$ cat config.mk
export PLATFORM = sky130hd
export DESIGN_NAME = adc_cal
export DESIGN_NICKNAME = d
export VERILOG_FILES = /design/src/rtl/adc_cal_pkg.sv /design/src/rtl/adc_cal_corrector.sv /design/src/rtl/adc_cal_control.sv /design/src/rtl/adc_cal_datapath.sv /design/src/rtl/adc_cal.sv
export SDC_FILE = /design/constraint.sdc
export NUM_CORES = 2
export LEC_CHECK = 0
export ABC_AREA = 1
export BUFFER_PORTS_ARGS = -buffer_cell sky130_fd_sc_hd__buf_2
export CAP_MARGIN = 20
export CORE_ASPECT_RATIO = 2
export CORE_MARGIN = 2
export CORE_UTILIZATION = 25
export CTS_BUF_LIST = sky130_fd_sc_hd__clkbuf_8 sky130_fd_sc_hd__clkbuf_16
export DETAILED_ROUTE_END_ITERATION = 6
export GPL_ROUTABILITY_DRIVEN = 0
export PLACE_DENSITY = 0.47
export SETUP_SLACK_MARGIN = 0.05
export SYNTH_ARGS = -nofsm -noshare
export SYNTH_HDL_FRONTEND = slang
export SYNTH_SLANG_ARGS = --single-unit
$ cat constraint.sdc
create_clock -name clk -period 10.2 [get_ports clk]
set_clock_uncertainty 0.1 [all_clocks]
set_input_delay 2.04 -clock clk [delete_from_list [all_inputs] [get_ports clk]]
set_output_delay 2.04 -clock clk [all_outputs]
set_load 0.02 [all_outputs]
$ cat src/rtl/adc_cal_pkg.sv
package adc_cal_pkg;
  localparam int NCONV  = 2;
  localparam int MODE_W = 3;
  localparam int SEL_W  = 2;

  localparam logic [MODE_W-1:0] MODE_IDLE  = 3'd0;
  localparam logic [MODE_W-1:0] MODE_IZERO = 3'd1;
  localparam logic [MODE_W-1:0] MODE_IFULL = 3'd2;
  localparam logic [MODE_W-1:0] MODE_SZERO = 3'd3;
  localparam logic [MODE_W-1:0] MODE_SFULL = 3'd4;

  localparam logic [SEL_W-1:0] SEL_PINS = 2'd0;
  localparam logic [SEL_W-1:0] SEL_ZREF = 2'd1;
  localparam logic [SEL_W-1:0] SEL_FREF = 2'd2;

  typedef enum logic [1:0] {ST_LOAD, ST_IDLE, ST_CAL} ctrl_state_t;

  typedef struct packed {
    logic             loadNv;
    logic [NCONV-1:0] capOff;
    logic [NCONV-1:0] capGain;
    logic [NCONV-1:0] conv;
  } strobe_t;
endpackage

$ cat src/rtl/adc_cal_corrector.sv
module adc_cal_corrector #(
  parameter int DW = 24
) (
  input  logic [DW-1:0] dataIn,
  input  logic [DW-1:0] offset,
  input  logic [DW-1:0] gain,
  output logic [DW-1:0] dataOut
);
  localparam int FRAC = DW - 1;
  localparam int PW   = 2 * DW + 3;
  localparam logic signed [PW-1:0] MAXV = (PW'(1) <<< (DW - 1)) - PW'(1);
  localparam logic signed [PW-1:0] MINV = -MAXV - PW'(1);
  localparam logic signed [PW-1:0] HALF = PW'(1) <<< (FRAC - 1);

  logic signed [DW:0]   diff;
  logic signed [DW+1:0] gainS;
  logic signed [PW-1:0] prod;
  logic signed [PW-1:0] rounded;
  logic signed [PW-1:0] scaled;

  assign diff    = $signed({dataIn[DW-1], dataIn}) - $signed({offset[DW-1], offset});
  assign gainS   = $signed({2'b00, gain});
  assign prod    = PW'(diff) * PW'(gainS);
  assign rounded = prod + HALF;
  assign scaled  = rounded >>> FRAC;

  always_comb begin
    if (scaled > MAXV)      dataOut = MAXV[DW-1:0];
    else if (scaled < MINV) dataOut = MINV[DW-1:0];
    else                    dataOut = scaled[DW-1:0];
  end
endmodule

$ cat src/rtl/adc_cal_control.sv
module adc_cal_control
  import adc_cal_pkg::*;
#(
  parameter int RATE_W = 4
) (
  input  logic                clk,
  input  logic                rstN,
  input  logic [NCONV-1:0]    enMask,
  input  logic                calStart,
  input  logic [MODE_W-1:0]   calMode,
  input  logic [RATE_W-1:0]   rateCfg,
  input  logic                filtValid,
  input  logic                filtChan,
  output strobe_t             stb,
  output logic [SEL_W-1:0]    inSel,
  output logic [RATE_W-1:0]   filtRate,
  output logic [MODE_W-1:0]   busyMode
);
  ctrl_state_t        state;
  logic [MODE_W-1:0]  modeR;
  logic [NCONV-1:0]   pend;
  logic [NCONV-1:0]   chanHot;
  logic [NCONV-1:0]   pendNext;
  logic               modeOk;
  logic               startOk;
  logic               hit;
  logic               zeroMode;

  assign chanHot  = NCONV'(1) << filtChan;
  assign modeOk   = (calMode >= MODE_IZERO) && (calMode <= MODE_SFULL);
  assign startOk  = calStart && modeOk && (|enMask);
  assign hit      = (state == ST_CAL) && filtValid && (|(pend & chanHot));
  assign pendNext = pend & ~chanHot;
  assign zeroMode = (modeR == MODE_IZERO) || (modeR == MODE_SZERO);

  always_ff @(posedge clk or negedge rstN) begin
    if (!rstN) begin
      state <= ST_LOAD;
      modeR <= MODE_IDLE;
      pend  <= '0;
    end else begin
      case (state)
        ST_LOAD: state <= ST_IDLE;
        ST_IDLE: begin
          if (startOk) begin
            state <= ST_CAL;
            modeR <= calMode;
            pend  <= enMask;
          end
        end
        ST_CAL: begin
          if (hit) begin
            pend <= pendNext;
            if (pendNext == '0) begin
              state <= ST_IDLE;
              modeR <= MODE_IDLE;
            end
          end
        end
        default: state <= ST_IDLE;
      endcase
    end
  end

  always_comb begin
    stb         = '0;
    stb.loadNv  = (state == ST_LOAD);
    stb.capOff  = (hit && zeroMode)  ? chanHot : '0;
    stb.capGain = (hit && !zeroMode) ? chanHot : '0;
    for (int c = 0; c < NCONV; c++) begin
      stb.conv[c] = filtValid && chanHot[c] &&
                    ((state == ST_IDLE) || ((state == ST_CAL) && !pend[c]));
    end
  end

  always_comb begin
    case (modeR)
      MODE_IZERO: inSel = SEL_ZREF;
      MODE_IFULL: inSel = SEL_FREF;
      default:    inSel = SEL_PINS;
    endcase
  end

  assign filtRate = (modeR != MODE_IDLE) ? '1 : rateCfg;
  assign busyMode = modeR;
endmodule

$ cat src/rtl/adc_cal_datapath.sv
module adc_cal_datapath
  import adc_cal_pkg::*;
#(
  parameter int DW = 24
) (
  input  logic                       clk,
  input  logic                       rstN,
  input  strobe_t                    stb,
  input  logic [NCONV-1:0][DW-1:0]   nvOff,
  input  logic [NCONV-1:0][DW-1:0]   nvGain,
  input  logic [DW-1:0]              filtData,
  input  logic [NCONV-1:0]           rdyClr,
  output logic [NCONV-1:0][DW-1:0]   res,
  output logic [NCONV-1:0]           rdy
);
  for (genvar i = 0; i < NCONV; i++) begin : g_conv
    logic [DW-1:0] offR;
    logic [DW-1:0] gainR;
    logic [DW-1:0] resR;
    logic [DW-1:0] corr;
    logic          rdyR;

    adc_cal_corrector #(.DW(DW)) u_corr (
      .dataIn (filtData),
      .offset (offR),
      .gain   (gainR),
      .dataOut(corr)
    );

    always_ff @(posedge clk or negedge rstN) begin
      if (!rstN) begin
        offR  <= '0;
        gainR <= '0;
      end else if (stb.loadNv) begin
        offR  <= nvOff[i];
        gainR <= nvGain[i];
      end else begin
        if (stb.capOff[i])  offR  <= filtData;
        if (stb.capGain[i]) gainR <= filtData;
      end
    end

    always_ff @(posedge clk or negedge rstN) begin
      if (!rstN) begin
        resR <= '0;
        rdyR <= 1'b0;
      end else begin
        if (stb.conv[i]) resR <= corr;
        if (stb.conv[i] || stb.capOff[i] || stb.capGain[i]) rdyR <= 1'b1;
        else if (rdyClr[i])                                 rdyR <= 1'b0;
      end
    end

    assign res[i] = resR;
    assign rdy[i] = rdyR;
  end
endmodule

$ cat src/rtl/adc_cal.sv
module adc_cal
  import adc_cal_pkg::*;
#(
  parameter int DW     = 24,
  parameter int RATE_W = 4
) (
  input  logic                clk,
  input  logic                rstN,
  input  logic [DW-1:0]       nvOffPri,
  input  logic [DW-1:0]       nvGainPri,
  input  logic [DW-1:0]       nvOffAux,
  input  logic [DW-1:0]       nvGainAux,
  input  logic                enPri,
  input  logic                enAux,
  input  logic                calStart,
  input  logic [MODE_W-1:0]   calMode,
  input  logic [RATE_W-1:0]   rateCfg,
  input  logic                filtValid,
  input  logic                filtChan,
  input  logic [DW-1:0]       filtData,
  input  logic [NCONV-1:0]    rdyClr,
  output logic [SEL_W-1:0]    inSel,
  output logic [RATE_W-1:0]   filtRate,
  output logic [MODE_W-1:0]   busyMode,
  output logic [DW-1:0]       resPri,
  output logic [DW-1:0]       resAux,
  output logic                rdyPri,
  output logic                rdyAux,
  output logic                irq
);
  strobe_t                  stb;
  logic [NCONV-1:0][DW-1:0] res;
  logic [NCONV-1:0]         rdy;

  adc_cal_control #(.RATE_W(RATE_W)) u_ctrl (
    .clk      (clk),
    .rstN     (rstN),
    .enMask   ({enAux, enPri}),
    .calStart (calStart),
    .calMode  (calMode),
    .rateCfg  (rateCfg),
    .filtValid(filtValid),
    .filtChan (filtChan),
    .stb      (stb),
    .inSel    (inSel),
    .filtRate (filtRate),
    .busyMode (busyMode)
  );

  adc_cal_datapath #(.DW(DW)) u_dp (
    .clk     (clk),
    .rstN    (rstN),
    .stb     (stb),
    .nvOff   ({nvOffAux, nvOffPri}),
    .nvGain  ({nvGainAux, nvGainPri}),
    .filtData(filtData),
    .rdyClr  (rdyClr),
    .res     (res),
    .rdy     (rdy)
  );

  assign resPri = res[0];
  assign resAux = res[1];
  assign rdyPri = rdy[0];
  assign rdyAux = rdy[1];
  assign irq    = |rdy;
endmodule

==> summary.txt <==
Cells and area
  • Fin nets: 9720
  • Commonest cells after routing, fill and taps aside: 1744 x inv_1, 1240 x nand2_1, 1206 x fa_1, 915 x nor2_1, 845 x buf_4
  • Commonest non-fill, non-tap cell in the layout: inv_1
  • # fillers: ~24000
  • Area grow syn2layout: 24.5%
  • Share of cells above drive strength 1: 0.204

GRT
  • Met2 Use GR: 0.405
  • GRT overflow: 0
  • Maximum number of pins on one net before global-route repair: 59
  • Initial antenna violation count: 16
  • First-pass GRT wire length: 366000 um
  • Vias in the first global route: between 50000 and 60000
  • Routing usage on met3: 0.0382
  • Busiest grt layer: met2
  • Total track usage: 0.223
  • Met1 Use GR: 0.214

Yosys
  • Ys async rst share: 1.00
  • EDFF count, synth: 0
  • Ys flop type: dfrtp_1
  • Netlist Area Pre-Place: ~0.056 mm2
  • Synthesized area per cell: 7.94 um2
  • Synth cell types: just under 60
  • Synth Register Bits: between 150 and 200
  • Synth warnings: 0
  • Cells after synthesis: 7044
  • Mapped Nets: 8819
  • Seq/Total Area, Yosys: 0.0684

Timing
  • Final setup fails: 0
  • Max-slew headroom: 0.202
  • Final Hold Vio Count: 0
  • Worst Max-Slew Pin Slew: 1.20 ns
  • Unrepaired setup endpoints after global routing: yes
  • Slew Viols, Final: 0
  • Fmax: 98.7 MHz
  • Final setup margin: 0.0634 ns
  • Tmin final: 10.14 ns
  • Part of the cycle the worst path needs: 0.994
  • Setup TNS: 0 ns

Setup path
  • Slowest stage delay, CP: roughly 0.66 ns
  • Critical path launch point type: input pin
  • Crit path required time: 10.60 ns
  • CP arrival: ~11 ns
  • CP max stage cell: fa_1
  • CP Buf/Inv Count: 13
  • Crit Path Class: in2reg
  • Worst Path Max Fanout: 11
  • CP top delay family: adder cells
  • Reg-to-reg slack, setup: roughly 1.2 ns
  • CP Capture Type: flip-flop
  • CP dominant cell by count: fa_1
  • R2R Path End: u_dp.g_conv[1].resR[21]
  • R2r startpoint: u_dp.g_conv[1].offR[3]
  • Worst reg2reg path depth: 38

CTS
  • Clk sinks: 153
  • TritonCTS clock tree: done
  • CTS root buf: clkbuf_16
  • Clk_lat worst skew: roughly 0.57 ns
  • CTS Hold Bufs: 0
  • CTS H-Tree Depth: 4
  • Clk buf depth: 2
  • CTS clk-pin slew, worst paths: 0.09 ns
  • Cts bufs inserted: 17

Floorplan
  • Number of I/O pins: slightly below 200
  • DIE AREA: between 0.2 and 0.25 mm2
  • Die Wd: around 340 um
  • Starting Density: 0.251
  • DIE HEIGHT: 673 um
  • Core Area: 0.223 mm2
  • Row cnt: 245

Route
  • Vias per Instance: 4.60
  • Detailed-route DRC error count: 0
  • Post-DRT Antenna Nets: 0
  • Vias: between 50000 and 60000
  • Routed wire length: 251000 um
  • Routed length per instance: 23.0 um
  • Drt first pass iters: 6
  • Initial DRC count: 2649

Placement
  • Dpl ws: -1.08 ns
  • Port-buffer cells: 195
  • HPWL Detailed: 216000 um

Hold path
  • Hold WC Path Type: reg2reg
  • WHS Endpoint: u_dp.g_conv[0].resR[23]
  • WHS Path Cells: 2
  • Worst Min Path Start: u_dp.g_conv[0].resR[23]

Run status
  • Status: finished, final reports clean

Flow run
  • Maximum Capacitance Violations: 0
-- per-layer routing --
layer  wire, um  part of all wire  vias to the layer above
met2     127000              0.51                     1910
li1           -                 -                    22300
met5         13          0.000052                        -
met4      29100              0.12                        2
met1      81400              0.32                    25200
met3      13800             0.055                      925
-- through the flow --
| step | area, um2 | hold slack [ns] | std cells | utilization |
|---|---|---|---|---|
| floorplan | 56000 | 0.370 | 7044 | - |
| global placement | 66800 | 0.365 | 10800 | 0.300 |
| detailed placement | 66900 | 0.377 | 10800 | 0.300 |
| CTS | 68300 | 0.398 | 10900 | 0.307 |
| global route | 69700 | 0.434 | 10900 | 0.313 |
| finish | 69700 | 0.388 | 10900 | 0.313 |
-- area by class of cell --
cell class,instances,area [um2],area share
diodes,10,25.0,0.000359
clock buffers,17,425,0.00611
clock inverters,15,176,0.00253
inverters,1818,6840,0.0982
multi-input cells,4837,45800,0.658
flip-flops and latches,153,3830,0.0550
well taps,2964,3710,0.0532
repair buffers,1118,8820,0.127
-- cells in the mapped netlist (3+ instances only) --
library cell	n	area, um2
buf_4	3	22.5
clkinv_1	28	105
o21ai_0	100	500
a21oi_2	42	368
inv_2	12	45.0
o21ai_1	4	20.0
nand3b_1	7	52.6
dfrtp_1	153	3830
or2_1	9	56.3
nand2_1	1296	4860
nand3_2	4	40.0
a31oi_1	56	350
a211oi_1	3	22.5
buf_6	8	90.1
or2_2	45	282
buf_2	36	180
nor4_1	11	68.8
o21a_1	3	22.5
a21oi_1	194	971
nor2_2	6	37.5
nor3_1	35	175
nand4_1	22	138
xor2_1	50	438
ha_1	381	4770
o211ai_1	26	195
a21o_1	15	113
nor2_4	3	33.8
nor3_2	3	30.0
buf_1	10	37.5
nor2_1	955	3580
fa_1	1258	25200
inv_1	1777	6670
o2111ai_1	3	26.3
nand3_1	183	916
nand2_2	33	206
clkbuf_1	178	668
xnor2_2	3	48.8
xnor2_1	38	333
o21bai_1	24	180
-- registers in the layout (all words and copies together) (netlist names) --
name,cells
u_dp.g_conv.gainR,48
u_dp.g_conv.offR,48
u_dp.g_conv.resR,48
u_ctrl.busyMode,3
u_ctrl.pend,2
u_ctrl.state,2
u_dp.g_conv.rdyR,2
-- cell families after synthesis --
group | count (synthesis) | synth area share
AOI/OAI and AO/OA | 482 | 0.0517
xor gates and xnor gates | 93 | 0.0152
adders and majority gates | 1639 | 0.535
buffers and inverters | 2054 | 0.140
DFF | 153 | 0.0684
muxes | 1 | 0.000179
and+or+nand+nor | 2622 | 0.189
-- what timing repair did --
item / CTS / global route
gates resized for setup: 141 / 255
setup buffers: 22 / 19
endpoints found under the setup margin: 48 / 48
gates cloned: 3 / 4
pin swaps: 42 / 135
-- how the worst max path moves through the flow --
stage,startpoint,to,slack (ns),depth (start not counted)
final,filtData[0],u_dp.g_conv[1].resR[21],0.06,41
after detailed placement,filtData[0],u_dp.g_conv[0].resR[1],-1.08,43
after global placement,filtData[0],u_dp.g_conv[1].resR[2],-1.05,40
after floorplan,filtData[0],u_dp.g_conv[0].resR[10],0.07,41
after CTS,filtData[0],u_dp.g_conv[0].resR[18],0.05,45
after global routing,filtData[0],u_dp.g_conv[1].resR[18],-0.29,43
-- worst register-to-register path: cells and delay by family (launching register included) --
kind | cells | cell delay, ns
buffers and inverters | 11 | 1.15
adder cells (fa/ha/maj) | 9 | 4.23
XOR/XNOR | 2 | 0.41
AND/OR/NAND/NOR | 10 | 1.46
AO/OA/AOI/OAI | 6 | 1.04
flip-flops | 1 | 0.51
Power is left out: the tool's default activity adds up to more than one toggle a clock period on the data nets, which glitch-free logic cannot reach.
